===== src/rtl/bas_pkg.sv =====
package bas_pkg;
    localparam int BYTE_W = 8;
    localparam int WORD_W = 2 * BYTE_W;
    localparam int N_WREG = 4;
    localparam int SEL_W  = 4;

    // word register indices
    localparam int IDX_START = 0;
    localparam int IDX_STEP  = 1;
    localparam int IDX_PAD   = 2;
    localparam int IDX_LEN   = 3;

    localparam logic [SEL_W-1:0] SEL_CTRL = '0;
endpackage


===== src/rtl/bas_regs.sv =====
module bas_regs
    import bas_pkg::*;
#(
    parameter int BW   = BYTE_W,
    parameter int NREG = N_WREG,
    parameter int SW   = SEL_W
) (
    input  logic                          clk,
    input  logic                          rst_n,
    input  logic                          we_i,
    input  logic [SW-1:0]                 sel_i,
    input  logic [BW-1:0]                 wdata_i,
    output logic [NREG-1:0][2*BW-1:0]     word_o,
    output logic                          ctrl_wr_o,
    output logic                          ctrl_en_o
);
    typedef struct packed {
        logic [NREG-1:0][BW-1:0]   stage;
        logic [NREG-1:0][2*BW-1:0] word;
    } regs_t;

    regs_t st_d, st_q;

    always_comb begin
        st_d = st_q;
        if (we_i) begin
            for (int i = 0; i < NREG; i++) begin
                if (sel_i == SW'(2*i + 1)) st_d.stage[i] = wdata_i;
                if (sel_i == SW'(2*i + 2)) st_d.word[i]  = {wdata_i, st_q.stage[i]};
            end
        end
    end

    always_ff @(posedge clk) begin
        if (!rst_n) st_q <= '0;
        else        st_q <= st_d;
    end

    assign word_o    = st_q.word;
    assign ctrl_wr_o = we_i && (sel_i == SW'(0));
    assign ctrl_en_o = wdata_i[0];

    // a lone low-byte write never alters a committed value
    p_no_tear_r5: assert property (@(posedge clk) disable iff (!rst_n)
        (we_i && sel_i[0] && sel_i <= SW'(2*NREG)) |=> $stable(st_q.word));
endmodule


===== src/rtl/bas_walker.sv =====
module bas_walker
    import bas_pkg::*;
#(
    parameter int AW = WORD_W,
    parameter int LW = WORD_W
) (
    input  logic          clk,
    input  logic          rst_n,
    input  logic [AW-1:0] start_i,
    input  logic [AW-1:0] step_i,
    input  logic [AW-1:0] pad_i,
    input  logic [LW-1:0] len_i,
    input  logic          ctrl_wr_i,
    input  logic          ctrl_en_i,
    output logic          run_o,
    output logic [AW-1:0] ptr_o
);
    typedef struct packed {
        logic          run;
        logic [AW-1:0] ptr;
        logic [LW-1:0] cnt;
    } walk_t;

    walk_t st_d, st_q;
    logic [LW-1:0] reload;
    logic          line_end;

    assign reload   = (len_i == '0) ? '0 : len_i - LW'(1);
    assign line_end = (st_q.cnt == '0);

    always_comb begin
        st_d = st_q;
        if (st_q.run) begin
            if (line_end) begin
                st_d.ptr = st_q.ptr + step_i + pad_i;
                st_d.cnt = reload;
            end else begin
                st_d.ptr = st_q.ptr + step_i;
                st_d.cnt = st_q.cnt - LW'(1);
            end
        end
        if (ctrl_wr_i) begin
            if (ctrl_en_i) begin
                st_d.run = 1'b1;
                st_d.ptr = start_i;
                st_d.cnt = reload;
            end else begin
                st_d.run = 1'b0;
                st_d.ptr = st_q.ptr;
                st_d.cnt = st_q.cnt;
            end
        end
    end

    always_ff @(posedge clk) begin
        if (!rst_n) st_q <= '0;
        else        st_q <= st_d;
    end

    assign run_o = st_q.run;
    assign ptr_o = st_q.ptr;

    p_start_load_r2: assert property (@(posedge clk) disable iff (!rst_n)
        (ctrl_wr_i && ctrl_en_i) |=> (st_q.run && st_q.ptr == $past(start_i)));
    p_mid_step_r3: assert property (@(posedge clk) disable iff (!rst_n)
        (st_q.run && !ctrl_wr_i && !line_end) |=> (st_q.ptr == $past(st_q.ptr + step_i)));
    p_line_pad_r4: assert property (@(posedge clk) disable iff (!rst_n)
        (st_q.run && !ctrl_wr_i && line_end) |=>
            (st_q.ptr == $past(st_q.ptr + step_i + pad_i)));
    p_stop_r6: assert property (@(posedge clk) disable iff (!rst_n)
        (ctrl_wr_i && !ctrl_en_i) |=> !st_q.run);
endmodule


===== src/rtl/bas_vidout.sv =====
module bas_vidout
    import bas_pkg::*;
#(
    parameter int DW = BYTE_W
) (
    input  logic          clk,
    input  logic          rst_n,
    input  logic          rd_i,
    input  logic [DW-1:0] rdata_i,
    output logic          valid_o,
    output logic [DW-1:0] data_o
);
    typedef struct packed {
        logic valid;
    } vid_t;

    vid_t st_d, st_q;

    always_comb begin
        st_d       = st_q;
        st_d.valid = rd_i;
    end

    always_ff @(posedge clk) begin
        if (!rst_n) st_q <= '0;
        else        st_q <= st_d;
    end

    assign valid_o = st_q.valid;
    assign data_o  = st_q.valid ? rdata_i : '0;

    p_follow_r7: assert property (@(posedge clk) disable iff (!rst_n)
        rd_i |=> valid_o);
    p_quiet_r7: assert property (@(posedge clk) disable iff (!rst_n)
        !rd_i |=> (data_o == '0));
endmodule


===== src/rtl/bmp_addr_seq.sv =====
module bmp_addr_seq
    import bas_pkg::*;
(
    input  logic              clk,
    input  logic              rst_n,
    input  logic              cpu_we,
    input  logic [SEL_W-1:0]  cpu_sel,
    input  logic [BYTE_W-1:0] cpu_wdata,
    output logic              mem_rd,
    output logic [WORD_W-1:0] mem_addr,
    input  logic [BYTE_W-1:0] mem_rdata,
    output logic              vid_valid,
    output logic [BYTE_W-1:0] vid_data
);
    logic [N_WREG-1:0][WORD_W-1:0] words;
    logic                          ctrl_wr, ctrl_en;
    logic                          run;
    logic [WORD_W-1:0]             ptr;

    bas_regs #(.BW(BYTE_W), .NREG(N_WREG), .SW(SEL_W)) u_regs (
        .clk(clk), .rst_n(rst_n), .we_i(cpu_we), .sel_i(cpu_sel),
        .wdata_i(cpu_wdata), .word_o(words),
        .ctrl_wr_o(ctrl_wr), .ctrl_en_o(ctrl_en)
    );

    bas_walker #(.AW(WORD_W), .LW(WORD_W)) u_walk (
        .clk(clk), .rst_n(rst_n),
        .start_i(words[IDX_START]), .step_i(words[IDX_STEP]),
        .pad_i(words[IDX_PAD]), .len_i(words[IDX_LEN]),
        .ctrl_wr_i(ctrl_wr), .ctrl_en_i(ctrl_en),
        .run_o(run), .ptr_o(ptr)
    );

    bas_vidout #(.DW(BYTE_W)) u_vid (
        .clk(clk), .rst_n(rst_n), .rd_i(run), .rdata_i(mem_rdata),
        .valid_o(vid_valid), .data_o(vid_data)
    );

    assign mem_rd   = run;
    assign mem_addr = run ? ptr : '0;

    p_idle_out_r1: assert property (@(posedge clk) $past(!rst_n) |-> (!mem_rd && !vid_valid));
endmodule


===== config.mk =====
export PLATFORM = sky130hd
export DESIGN_NAME = bmp_addr_seq
export DESIGN_NICKNAME = d
export VERILOG_FILES = /design/src/rtl/bas_pkg.sv /design/src/rtl/bas_regs.sv /design/src/rtl/bas_walker.sv /design/src/rtl/bas_vidout.sv /design/src/rtl/bmp_addr_seq.sv
export SDC_FILE = /design/constraint.sdc
export NUM_CORES = 1
export LEC_CHECK = 0
export BUFFER_PORTS_ARGS = -buffer_cell sky130_fd_sc_hd__buf_2
export CAP_MARGIN = 20
export CORE_MARGIN = 4
export CORE_UTILIZATION = 35
export CTS_CLUSTER_DIAMETER = 50
export DETAILED_ROUTE_END_ITERATION = 12
export GPL_ROUTABILITY_DRIVEN = 0
export SYNTH_ARGS = -nofsm -noshare
export SYNTH_HDL_FRONTEND = slang
export SYNTH_SLANG_ARGS = --single-unit

===== constraint.sdc =====
create_clock -name clk -period 4.7 [get_ports clk]
set_input_delay 0.705 -clock clk [delete_from_list [all_inputs] [get_ports clk]]
set_output_delay 0.705 -clock clk [all_outputs]
set_load 0.02 [all_outputs]

==> metrics.yaml <==
status: "finished, final reports clean"
ctsHoldBuffers: 0
cts.clk_slew.worst_paths_ps: 60
synthDistinctLibCells: 69
synth_top_cell_area_share_pct: 35.24
whs_ps: 449.7
coreArea_mm2: 0.02049
hold_path_class: "flip-flop to flip-flop"
drt-pass1-iter-count: 5
ff2ff_path_depth: 15
die_w_um: 153.3
area_growth_pct: 14.79
ys_ff_latch: 130
finalClockSkew_ps: 13.26
antenna_found_initial: 1
async_flop_share_pct: 0
crit_arrival_ps: 4390
path_max_fanout: 6
synth_top_area_cell: "dfxtp_1"
holdPathStages: 2
post-route-drc-count: 0
crit_type: "flip-flop to flip-flop"
fillCellCount: 2070
clock_sinks: 130
wl_per_cell_um: 17.62
drt-initial-drc-count: 436
clockBufferDepth: 2
syn_area_mm2: 0.007385
track_usage_pct: 17.85
place_ws_ps: 665.0
setup.worst_path.end_class: "flip-flop"
drt.antenna.violating_nets: 0
cts.repair.resized: 0
cts_setup_buffers: 0
drv_slew: 0
synthCells: 872
cts_tree: "done"
antenna_cells: 0
grt_max_degree: 47
timing.fmax_ghz: 0.2456
cts_made_buffers: 17
ir_drop_mv: 0.2728
vias: 6375
synthFlopType: "dfxtp_1"
yosysWarnings: 0
grt_pass1_wl_mm: 33.29
drt_wl_total_mm: 20.88
synth_area_leaders: "dfxtp_1, mux2i_1, nand2_1, ha_1, nor2_1"
clkLatencyLatePin_ps: 440
synth_seq_area_share_pct: 35.24
cts-root-buf: "clkbuf_16"
leakagePower_uw: 0.003642
final_layout_size_suffix_gt1_share_pct: 12.46
grt-ovfl-total: 0
period_share_pct: 86.62
nets: 962
dieArea_mm2: 0.02349
synth_nets: 932
power_density_mw_per_mm2: 324.4
syn_avg_cell_area_um2: 8.469
hold_viol: 0
htree_num_levels: 4
grt_setup_unrepaired: "no"
final-setup-viol-count: 0
drt-vias-per-instance: 5.380
layout_setup_ws_ps: 629.0
portBuffers: 48
start_util_pct: 36.03
worstMarginPinSlew_ps: 1024
cap_violations: 0
regToRegSetupSlack_ps: 630
crit_path_start_kind: "flip-flop"
synth_enable_flop_cells: 0
min_period_ps: 4071
grt_pass1_vias: 5995
crit_required_ps: 5020
die_h_um: 153.3
max-slew-margin-rel_pct: 31.51
tns_ps: 0
num_rows: 52
io_pins: 49
post-dp-hpwl_mm: 14.55
## final timing paths
path                                   endpoint                    startpoint
setup / recovery  u_walk.ptr_o[15]$_SDFFE_PN0P_  u_walk.ptr_o[0]$_SDFFE_PN0P_
hold / removal    u_regs.word_o[0]$_SDFFE_PN0P_  u_regs.st_q[64]$_SDFFE_PN0P_
setup reg to reg  u_walk.ptr_o[15]$_SDFFE_PN0P_  u_walk.ptr_o[0]$_SDFFE_PN0P_
hold reg to reg   u_regs.word_o[0]$_SDFFE_PN0P_  u_regs.st_q[64]$_SDFFE_PN0P_
## worst max-delay path: stages (launching register included)
cell and delay [ps]:
dfxtp_1 320, ha_1 240, fa_1 400, a21o_1 230, a31o_2 270, a211o_1 350
a41oi_1 260, xnor2_1 180, ha_1 330, a21o_1 200, a21o_1 170, a221o_1 290
a41oi_1 250, mux2i_1 250, xnor2_1 140, o22ai_1 100
## registers in the layout, indices dropped and copies added, names as in the netlist
name and count:
u_walk.st_q 16, u_regs.st_q 32, u_vid.valid_o 1, u_walk.ptr_o 16, u_regs.word_o 64, u_walk.run_o 1
## where the power goes
| group | switching (uW) | internal (uW) | leakage [uW] |
|---|---|---|---|
| clock | 547 | 801 | 0.000288 |
| combinational | 177 | 97.4 | 0.00231 |
| sequential | 12.0 | 1120 | 0.00105 |
| total | 736 | 2010 | 0.00364 |
## metrics by stage
stage / util [%] / std cells / total power (uW) / cell area, um^2
6_report: 41.36 / 1185 / 2750 / 8477
3_3_place_gp: 38.35 / 1151 / 1421 / 7860
2_1_floorplan: - / 872 / 1351 / 7385
4_1_cts: 41.31 / 1184 / 2765 / 8466
3_5_place_dp: 38.42 / 1152 / 1423 / 7875
5_1_grt: 41.36 / 1185 / 2846 / 8477
## final cells by class
cell class / instances / area [um^2] / area share (%)
Sequential cell: 130 / 2603 / 30.70
Clock buffer: 18 / 439.2 / 5.181
Clock inverter: 14 / 151.4 / 1.786
Inverter: 11 / 41.29 / 0.4871
Timing Repair Buffer: 62 / 356.6 / 4.207
Tap cell: 270 / 337.8 / 3.985
Multi-Input combinational cell: 680 / 4548 / 53.65
## placed cells by master (no fill, tap or decap), types with 4 or more instances in the layout
cell type,Yosys,final
o21ai_0,47,47
clkbuf_16,0,17
and2_1,26,26
xnor2_1,25,25
nor3b_2,2,4
ha_1,35,35
a41oi_1,4,4
nor3_1,8,7
nand3_1,11,11
buf_2,4,48
inv_6,0,6
o221ai_1,8,8
dfxtp_1,130,130
nor2b_1,38,38
nand2_1,119,119
buf_4,1,12
inv_1,11,11
a31oi_1,7,7
nor4_1,4,4
o22ai_1,7,7
a21oi_1,50,50
a21boi_0,31,31
nand4_1,4,4
and3_1,4,4
nor2_1,72,72
xor2_1,16,16
a21o_1,15,15
mux2i_1,74,74
## per-layer routing
layer  up-vias  global-route usage [%]  routed length (um)
li1       3137                       -                   -
met1      3026                   26.02               10390
met2       182                   26.21                8818
met3        28                   3.789                1291
met4         2                   5.728                 357
met5         -                       0                  13
## synth_stat cells (4+ instances only)
library cell and n:
nor2_1 72, xnor2_1 25, nand4_1 4, clkbuf_1 41
nor3_1 8, o221ai_1 8, dfxtp_1 130, nor4_1 4
nor2b_1 38, buf_1 4, a21oi_1 50, a21o_1 15
nand3_1 11, a41oi_1 4, xor2_1 16, and3_1 4
o21ai_0 47, mux2i_1 74, ha_1 35, o22ai_1 7
nor3b_1 4, nand2_1 119, and2_1 26, a21boi_0 31
inv_1 11, buf_2 4, a31oi_1 7
## cells by family after synthesis
family	after synthesis	synth area share (%)
buf+inv	62	3.372
mux	77	10.49
flops	130	35.24
simple gates	317	21.31
fa+ha+maj	37	6.472
xor+xnor	41	4.863
compound gates	208	18.25
No activity file was read; power rests on OpenSTA's default activity.
